--- config.mk ---
export PLATFORM = sky130hd
export DESIGN_NAME = char_lcd_i2c_seq
export DESIGN_NICKNAME = d
export VERILOG_FILES = /design/src/rtl/char_lcd_i2c_seq.sv
export SDC_FILE = /design/constraint.sdc
export NUM_CORES = 1
export LEC_CHECK = 0
export BUFFER_PORTS_ARGS = -buffer_cell sky130_fd_sc_hd__clkbuf_2
export CORE_MARGIN = 1
export CORE_UTILIZATION = 25
export DETAILED_ROUTE_END_ITERATION = 6
export GPL_TIMING_DRIVEN = 1
export PLACE_DENSITY = 0.51
export REMOVE_ABC_BUFFERS = 1
export SYNTH_ARGS = -nofsm -noshare
export SYNTH_HDL_FRONTEND = slang
export SYNTH_SLANG_ARGS = --single-unit
--- constraint.sdc ---
create_clock -name clk -period 3.6 [get_ports clk]
set_input_delay 0.18 -clock clk [delete_from_list [all_inputs] [get_ports clk]]
set_output_delay 0.18 -clock clk [all_outputs]
set_load 0.1 [all_outputs]
--- src/rtl/char_lcd_i2c_seq.sv ---
module char_lcd_i2c_seq #(
  parameter int HALF_CYC = 1250
) (
  input  logic       clk,
  input  logic       rst_n,
  input  logic [3:0] tens_i,
  input  logic [3:0] units_i,
  input  logic       refresh_i,
  output logic       scl_o,
  output logic       sda_oe_o,
  output logic       busy_o
);
  localparam int CW = (HALF_CYC > 1) ? $clog2(HALF_CYC) : 1;
  localparam logic [CW-1:0] STEP_LAST = CW'(HALF_CYC - 1);

  typedef enum logic [1:0] {P_IDLE, P_START, P_BITS, P_STOP} phase_t;

  phase_t        phase;
  logic [1:0]    txn, boot_left, sub;
  logic [4:0]    byte_idx;
  logic [3:0]    bit_idx;
  logic [CW-1:0] cnt;
  logic          pend;
  logic [3:0]    tens_q, units_q;

  function automatic logic [7:0] byte_at(input logic [1:0] t, input logic [4:0] i,
                                         input logic [3:0] tn, input logic [3:0] un);
    logic [7:0] b;
    b = 8'h00;
    if (i == 5'd0) b = 8'h74;
    else begin
      case (t)
        2'd0: case (i)
          5'd2: b = 8'h31;
          5'd3: b = 8'h02;
          5'd4: b = 8'h05;
          5'd5: b = 8'h08;
          5'd6: b = 8'h30;
          5'd7: b = 8'h0C;
          5'd8: b = 8'h06;
          5'd9: b = 8'h02;
          default: b = 8'h00;
        endcase
        2'd1: case (i)
          5'd1:  b = 8'h80;
          5'd2:  b = 8'h4C;
          5'd3:  b = 8'h40;
          5'd5:  b = 8'h18;
          5'd16: b = 8'h0F;
          5'd17: b = 8'h10;
          default: b = 8'h00;
        endcase
        2'd2: case (i)
          5'd2: b = 8'h30;
          5'd3: b = 8'h01;
          5'd4: b = 8'h0C;
          default: b = 8'h00;
        endcase
        default: case (i)
          5'd1:  b = 8'h80;
          5'd2:  b = 8'h8C;
          5'd3:  b = 8'h40;
          5'd4:  b = 8'h20;
          5'd5:  b = 8'hC9;
          5'd6:  b = 8'hE4;
          5'd7:  b = 8'hBA;
          5'd8:  b = 8'h20;
          5'd9:  b = 8'hB0 + {4'h0, tn};
          5'd10: b = 8'hB0 + {4'h0, un};
          default: b = 8'h00;
        endcase
      endcase
    end
    return b;
  endfunction

  function automatic logic [4:0] last_of(input logic [1:0] t);
    case (t)
      2'd0:    return 5'd9;
      2'd1:    return 5'd17;
      2'd2:    return 5'd4;
      default: return 5'd10;
    endcase
  endfunction

  logic [7:0] cur_byte;
  logic       step_end, last_byte;

  assign cur_byte  = byte_at(txn, byte_idx, tens_q, units_q);
  assign step_end  = (cnt == STEP_LAST);
  assign last_byte = (byte_idx == last_of(txn));

  always_ff @(posedge clk) begin
    if (!rst_n) begin
      phase     <= P_IDLE;
      txn       <= 2'd0;
      boot_left <= 2'd3;
      sub       <= 2'd0;
      byte_idx  <= 5'd0;
      bit_idx   <= 4'd0;
      cnt       <= '0;
      pend      <= 1'b0;
      tens_q    <= 4'd0;
      units_q   <= 4'd0;
    end else if (phase == P_IDLE) begin
      cnt      <= '0;
      sub      <= 2'd0;
      byte_idx <= 5'd0;
      bit_idx  <= 4'd0;
      if (boot_left != 2'd0) begin
        phase     <= P_START;
        txn       <= 2'd3 - boot_left;
        boot_left <= boot_left - 2'd1;
        pend      <= pend | refresh_i;
      end else if (pend | refresh_i) begin
        phase   <= P_START;
        txn     <= 2'd3;
        tens_q  <= tens_i;
        units_q <= units_i;
        pend    <= 1'b0;
      end
    end else begin
      pend <= pend | refresh_i;
      if (!step_end) cnt <= cnt + 1'b1;
      else begin
        cnt <= '0;
        case (phase)
          P_START:
            if (sub == 2'd0) sub <= 2'd1;
            else begin
              phase <= P_BITS;
              sub   <= 2'd0;
            end
          P_BITS:
            if (sub != 2'd2) sub <= sub + 2'd1;
            else begin
              sub <= 2'd0;
              if (bit_idx != 4'd8) bit_idx <= bit_idx + 4'd1;
              else begin
                bit_idx <= 4'd0;
                if (last_byte) phase <= P_STOP;
                else byte_idx <= byte_idx + 5'd1;
              end
            end
          P_STOP:
            if (sub != 2'd2) sub <= sub + 2'd1;
            else phase <= P_IDLE;
          default: phase <= P_IDLE;
        endcase
      end
    end
  end

  always_comb begin
    case (phase)
      P_START: begin scl_o = (sub == 2'd0); sda_oe_o = 1'b1; end
      P_BITS: begin
        scl_o    = (sub == 2'd1);
        sda_oe_o = (bit_idx == 4'd8) ? 1'b0 : ~cur_byte[3'd7 - bit_idx[2:0]];
      end
      P_STOP:  begin scl_o = (sub != 2'd0); sda_oe_o = (sub != 2'd2); end
      default: begin scl_o = 1'b1; sda_oe_o = 1'b0; end
    endcase
  end

  assign busy_o = (phase != P_IDLE) | (boot_left != 2'd0);
endmodule


-- Yosys cells after proc, flatten, opt, wreduce, memory -nomap -nowiden
Memory sizes are Yosys's and may differ from the RTL's. A register that Yosys moved wholly into a read port is not among the register bits.
Index checks and enable logic that the tools add are counted.
- flip-flop bits (word level): 37
- memories kept: 1
- RAM bits: 0
- latch bits: 0
- input bits: 11
- memory bits (read-only): 96
- logic and storage cells: 113
- output and inout port bits: 3
- reduce and logical (&&, ||, !) cells: 20
- multiply operators: 0
- equal/unequal tests: 30
- $lt $le $gt $ge: 1
- divide/modulo/power cells: 0
- shift operators: 0
- muxes and demuxes: 34
- bitwise logic cells: 8
- $add $sub $neg: 9
- memories (name ; depth ; width ; rd ports ; clocked after Yosys merged registers in ; write ports ; line ; text):
    (name not given) ; 16 ; 6 ; 1 ; 1 ; 0 ; 33 ; 2'd0: case (i)
- operators with widths (operator ; count):
    $pmux 8 s9 ; 1
    $pmux 8 s6 ; 1
    $mux 2 ; 13
    $pmux 8 s3 ; 1
    $eq 5x3->1 const B ; 4
    $pmux 6 s3 ; 1
    $add 8x4->8 const A ; 2
    $mux 8 ; 2
    $eq 5x4->1 const B ; 3
    $ne 3x3->1 const B ; 5
    $pmux 5 s3 ; 1
    $mux 4 ; 3
    $pmux 2 s3 ; 2
    $add 11x1->11 const B ; 1
    $eq 11x11->1 const B ; 1
    $eq 5x2->1 const B ; 2
    $eq 5x5->1 const B ; 2
    $reduce_bool 2->1 ; 5
    $reduce_and 3->1 ; 3
    $reduce_and 7->1 ; 1
    $eq 2x1->1 const B ; 3
    $eq 2x2->1 const B ; 3
    $logic_not 2->1 ; 3
    $mux 1 ; 6
    23 further kinds ; 33

-- Depth between registers and ports, before layout
- depth after elaboration: 10
- depth in mapped cells: 13
- mapped depth without buffers: 11

-- Least setup slack after synthesis
Ideal clock, no wire load.
- kind: register to output
- from: reg byte_idx[0]
- to: out sda_oe_o
- setup slack: -261 ps
- data required time: 3420 ps
- data arrival time: 3681 ps
- cell stages (with the launch flop): 10
- cells stage by stage: dfxtp_1 -> inv_1 -> ha_1 -> clkbuf_1 -> mux2_2 -> a222oi_1 -> o21ai_0 -> nand4_1 -> nand4_1 -> nor3_1
- longest elaborated chain between the ends: 10
- elaborated cells on any way between the ends: 24
- classes of those cells: eq/ne (12); mux (9); bitwise (1); reduce/logical (2)
- RTL lines (element ; line ; text):
    start: declaration ; 20 ; logic [4:0] byte_idx;
    start signal: assignment ; 142 ; else byte_idx <= byte_idx + 5'd1;
    $eq 5x4->1 or $eq 5x3->1 (tied branches) ; 59, 53 ;
    $reduce_or 2->1 (no line) ; -- ;
    $pmux 8 s9 ; 59 ; default: case (i)
    $pmux 8 s3 ; 32 ; case (t)
    $mux 8 * ; 30 ; if (i == 5'd0) b = 8'h74;
    $bmux 1 s3 * ; 159 ; sda_oe_o = (bit_idx == 4'd8) ? 1'b0 : ~cur_byte[3'd7 - bit_idx[2:0]];
    $mux 1 (implied by the code) * ; 159 ;
    $not 1->1 * ; 159 ;
    $mux 1 * ; 159 ;
    $pmux 1 s3 * ; 155 ; case (phase)
    end: declaration ; 10 ; output logic sda_oe_o,
Every way passes the cells marked *; elsewhere a longest branch is shown, timed or not. The select of a mux whose other input is x is not followed.

-- Worst setup path in the final report
- from: reg byte_idx[3]
- to: out sda_oe_o
The elaborated chain is that of the path after synthesis.

==> results.cfg <==
[clock_network]
cts_tree = built
cts_setup_buffers = 0
post_cts_resized = 0
cts_buffer_depth = 2
clock-sinks = 42
clkTransAtPathRegs_ns = 0.06
postCtsHoldBufs = 0
clock_latency_ns = 0.29
cts_htree_levels = 2
cts_root_buffer = clkbuf_16
cts_made_buffers = 5

[routing]
vias = 2334
drtAntennaViolNets = 0
route.detailed.drc = 0
drt_iter0_markers = 161
wirelength_mm = 6.495
wl_per_cell_um = 13.59
viasPerCell = 4.883
drtPass1Iterations = 4

[logic_synthesis]
netlist_area_um2 = 2824
synth_async_sr_flop_share = 0
synthCells = 336
ys.flop_type = dfxtp_1
synth_top_area_share = 0.2977
yosysTopAreaCell = dfxtp_1
synth.distinct_cells = 70
synth_area_leaders = dfxtp_1 (30%), ha_1 (11%), mux2i_1 (4.3%), nor2b_1 (3.5%), nand2_1 (3.5%)
ys_ff_latch = 42
syn_area_per_cell_um2 = 8.405
ys_seq_area_frac = 0.2977
synth_edf_count = 0
synth_warnings = 0

[power_and_ir_drop]
leakage_nw = 1.209
power_density_nw_per_um2 = 450.5
vdd_drop_max_v = 0.0002328

[floorplan]
fp-row-count = 38
die_w_um = 108.3
die_h_um = 108.3
initial_core_util = 0.2582
die-area_um2 = 11720
floorplan.io_pins = 14
core_um2 = 10940

[sta]
finalSetupViolCount = 0
tightestPinTransition_ns = 0.7634
rsz0062_at_grt = false
timing.final.crit_share = 0.8569
skew_ns = 0.006111
hold_ws_ns = 0.1417
clock.fmax_ghz = 0.3242
max_slew_margin = 0.4904
timing.final.ws_setup_ns = 0.5150
timing.setup.tns_ns = 0
maxSlewViolCount = 0
hold_viol = 0
timing.final.crit_period_ns = 3.085

[critical_path]
critical_path_class = flop to output port
ff2ff_setup_slack_ns = 0.99
critPathMaxStageDelay_ns = 0.73
path_cells = nor2b_1, o21ai_0, a21o_1, a2111oi_0, o2111a_1, nor3_1, clkbuf_2
crit_slowest_cell = dfxtp_1
cp.arrival_ns = 2.90
path_buf_inv = 1
cp-end-kind = output port
critPathLaunchType = flop
cp_max_fo = 16
cpLargestDelayFamily = compound AO/OA/AOI/OAI gates
crit_required_ns = 3.42

[finish]
diodes = 0
drive_gt1_frac = 0.1183
syn2layout_area_growth_pct = 10.50
num-nets-final = 372
fin_cells = 478

[job]
drv_cap = 0

[global_routing]
grt_first_pass_wirelength_mm = 10.63
grt_max_degree = 25
grt_util_all_layers = 0.1176
grt_remaining_overflow = 0
antenna_found_initial = 0
grt_pass1_vias = 2156

[worst_hold_path]
hp-class = input pin to flop

[placement]
dp.cells = 470
hpwlAfterDp_mm = 4.721
gp_congestion = 0.8813
dp_slack_ns = 0.8185
port_buffers = 13

[run_status]
status = completed
[stage by stage]
stage,power [mW],util,area [um^2]
global route,1.492,0.2854,3120
floorplan,0.8618,-,2723
CTS,1.420,0.2854,3120
detailed placement,0.9689,0.2723,2978
finish,1.406,0.2854,3120
global placement,0.9637,0.2723,2978
[power breakdown]
| part | leakage [nW] | switching [mW] | total, mW | internal, mW |
|---|---|---|---|---|
| combinational | 0.798 | 0.287 | 0.430 | 0.143 |
| clock | 0.0708 | 0.190 | 0.447 | 0.257 |
| sequential | 0.340 | 0.0294 | 0.529 | 0.499 |
[placed cells by master (no fill, tap or decap), types with 11 or more instances in the layout]
cell type  Yosys  routed
clkbuf_2       2      13
nand2_1       26      26
mux2i_1       12      12
nand3_1       11      11
ha_1          24      24
a21oi_1       14      14
nor2b_1       16      16
o21ai_0       18      18
nor2_1        26      26
inv_1         20      20
dfxtp_1       42      42
[cell families (layout without fill, tap and decap cells)]
kind of cell | after synthesis | count (layout) | share of synthesized area
AND/OR/NAND/NOR | 130 | 130 | 0.2588
XOR/XNOR | 16 | 16 | 0.04963
multiplexers | 15 | 15 | 0.05538
AO/OA/AOI/OAI | 68 | 68 | 0.1697
adder cells (fa/ha/maj) | 24 | 24 | 0.1063
buffers and inverters | 41 | 43 | 0.06247
flip-flops | 42 | 42 | 0.2977
[worst register-to-register path: stages, from the launching register on]
cell       delay, ns
dfxtp_1         0.81
nand4bb_1       0.22
nand3_1         0.16
a211o_2         0.42
mux2i_1         0.29
nor2_1          0.12
inv_1           0.08
ha_1            0.16
nand2_1         0.05
o31ai_1         0.21
[routing by layer]
metal	GRT usage	vias up	share of wire
li1	-	1184	-
met1	0.1619	1090	0.50
met2	0.1729	49	0.44
met3	0.02291	11	0.035
met4	0.06081	0	0.022
met5	0	-	0
[Yosys cell counts (all sizes together), types with 2 or more instances]
cell and instances:
a21o 2, nand3b 2, o211ai 2, and3b 3
xnor2 8, ha 24, o221a 2, inv 20
a211oi 4, o2111ai 2, nor4b 3, nand4 8
nand2 26, a21oi 14, nand2b 5, o21ai 18
mux2i 13, xor2 8, a22o 2, nor3b 2
nand3 12, nor4 2, dfxtp 42, a21boi 2
nor2 26, or4 2, nor2b 16, nor3 8
a211o 4, mux2 2, a31oi 2, clkbuf 16
buf 4, or2 3, and3 4
[final cells by class]
type / count / area, um^2
sequential: 42 / 840.8
fill: 1158 / 7815
timing repair buffer: 15 / 80.08
multi-input combinational: 253 / 1807
clock buffer: 6 / 128.9
inverter: 20 / 75.07
clock inverter: 2 / 13.76
tap: 140 / 175.2
[final timing paths]
kind	start	to	cells after the start
setup / recovery	byte_idx[3]	sda_oe_o	7
hold / removal	tens_i[3]	tens_q[3]	3
setup reg to reg	byte_idx[4]	flop	9
hold reg to reg	boot_left[1]	boot_left[1]	2
Power figures use the tool's default switching activity.
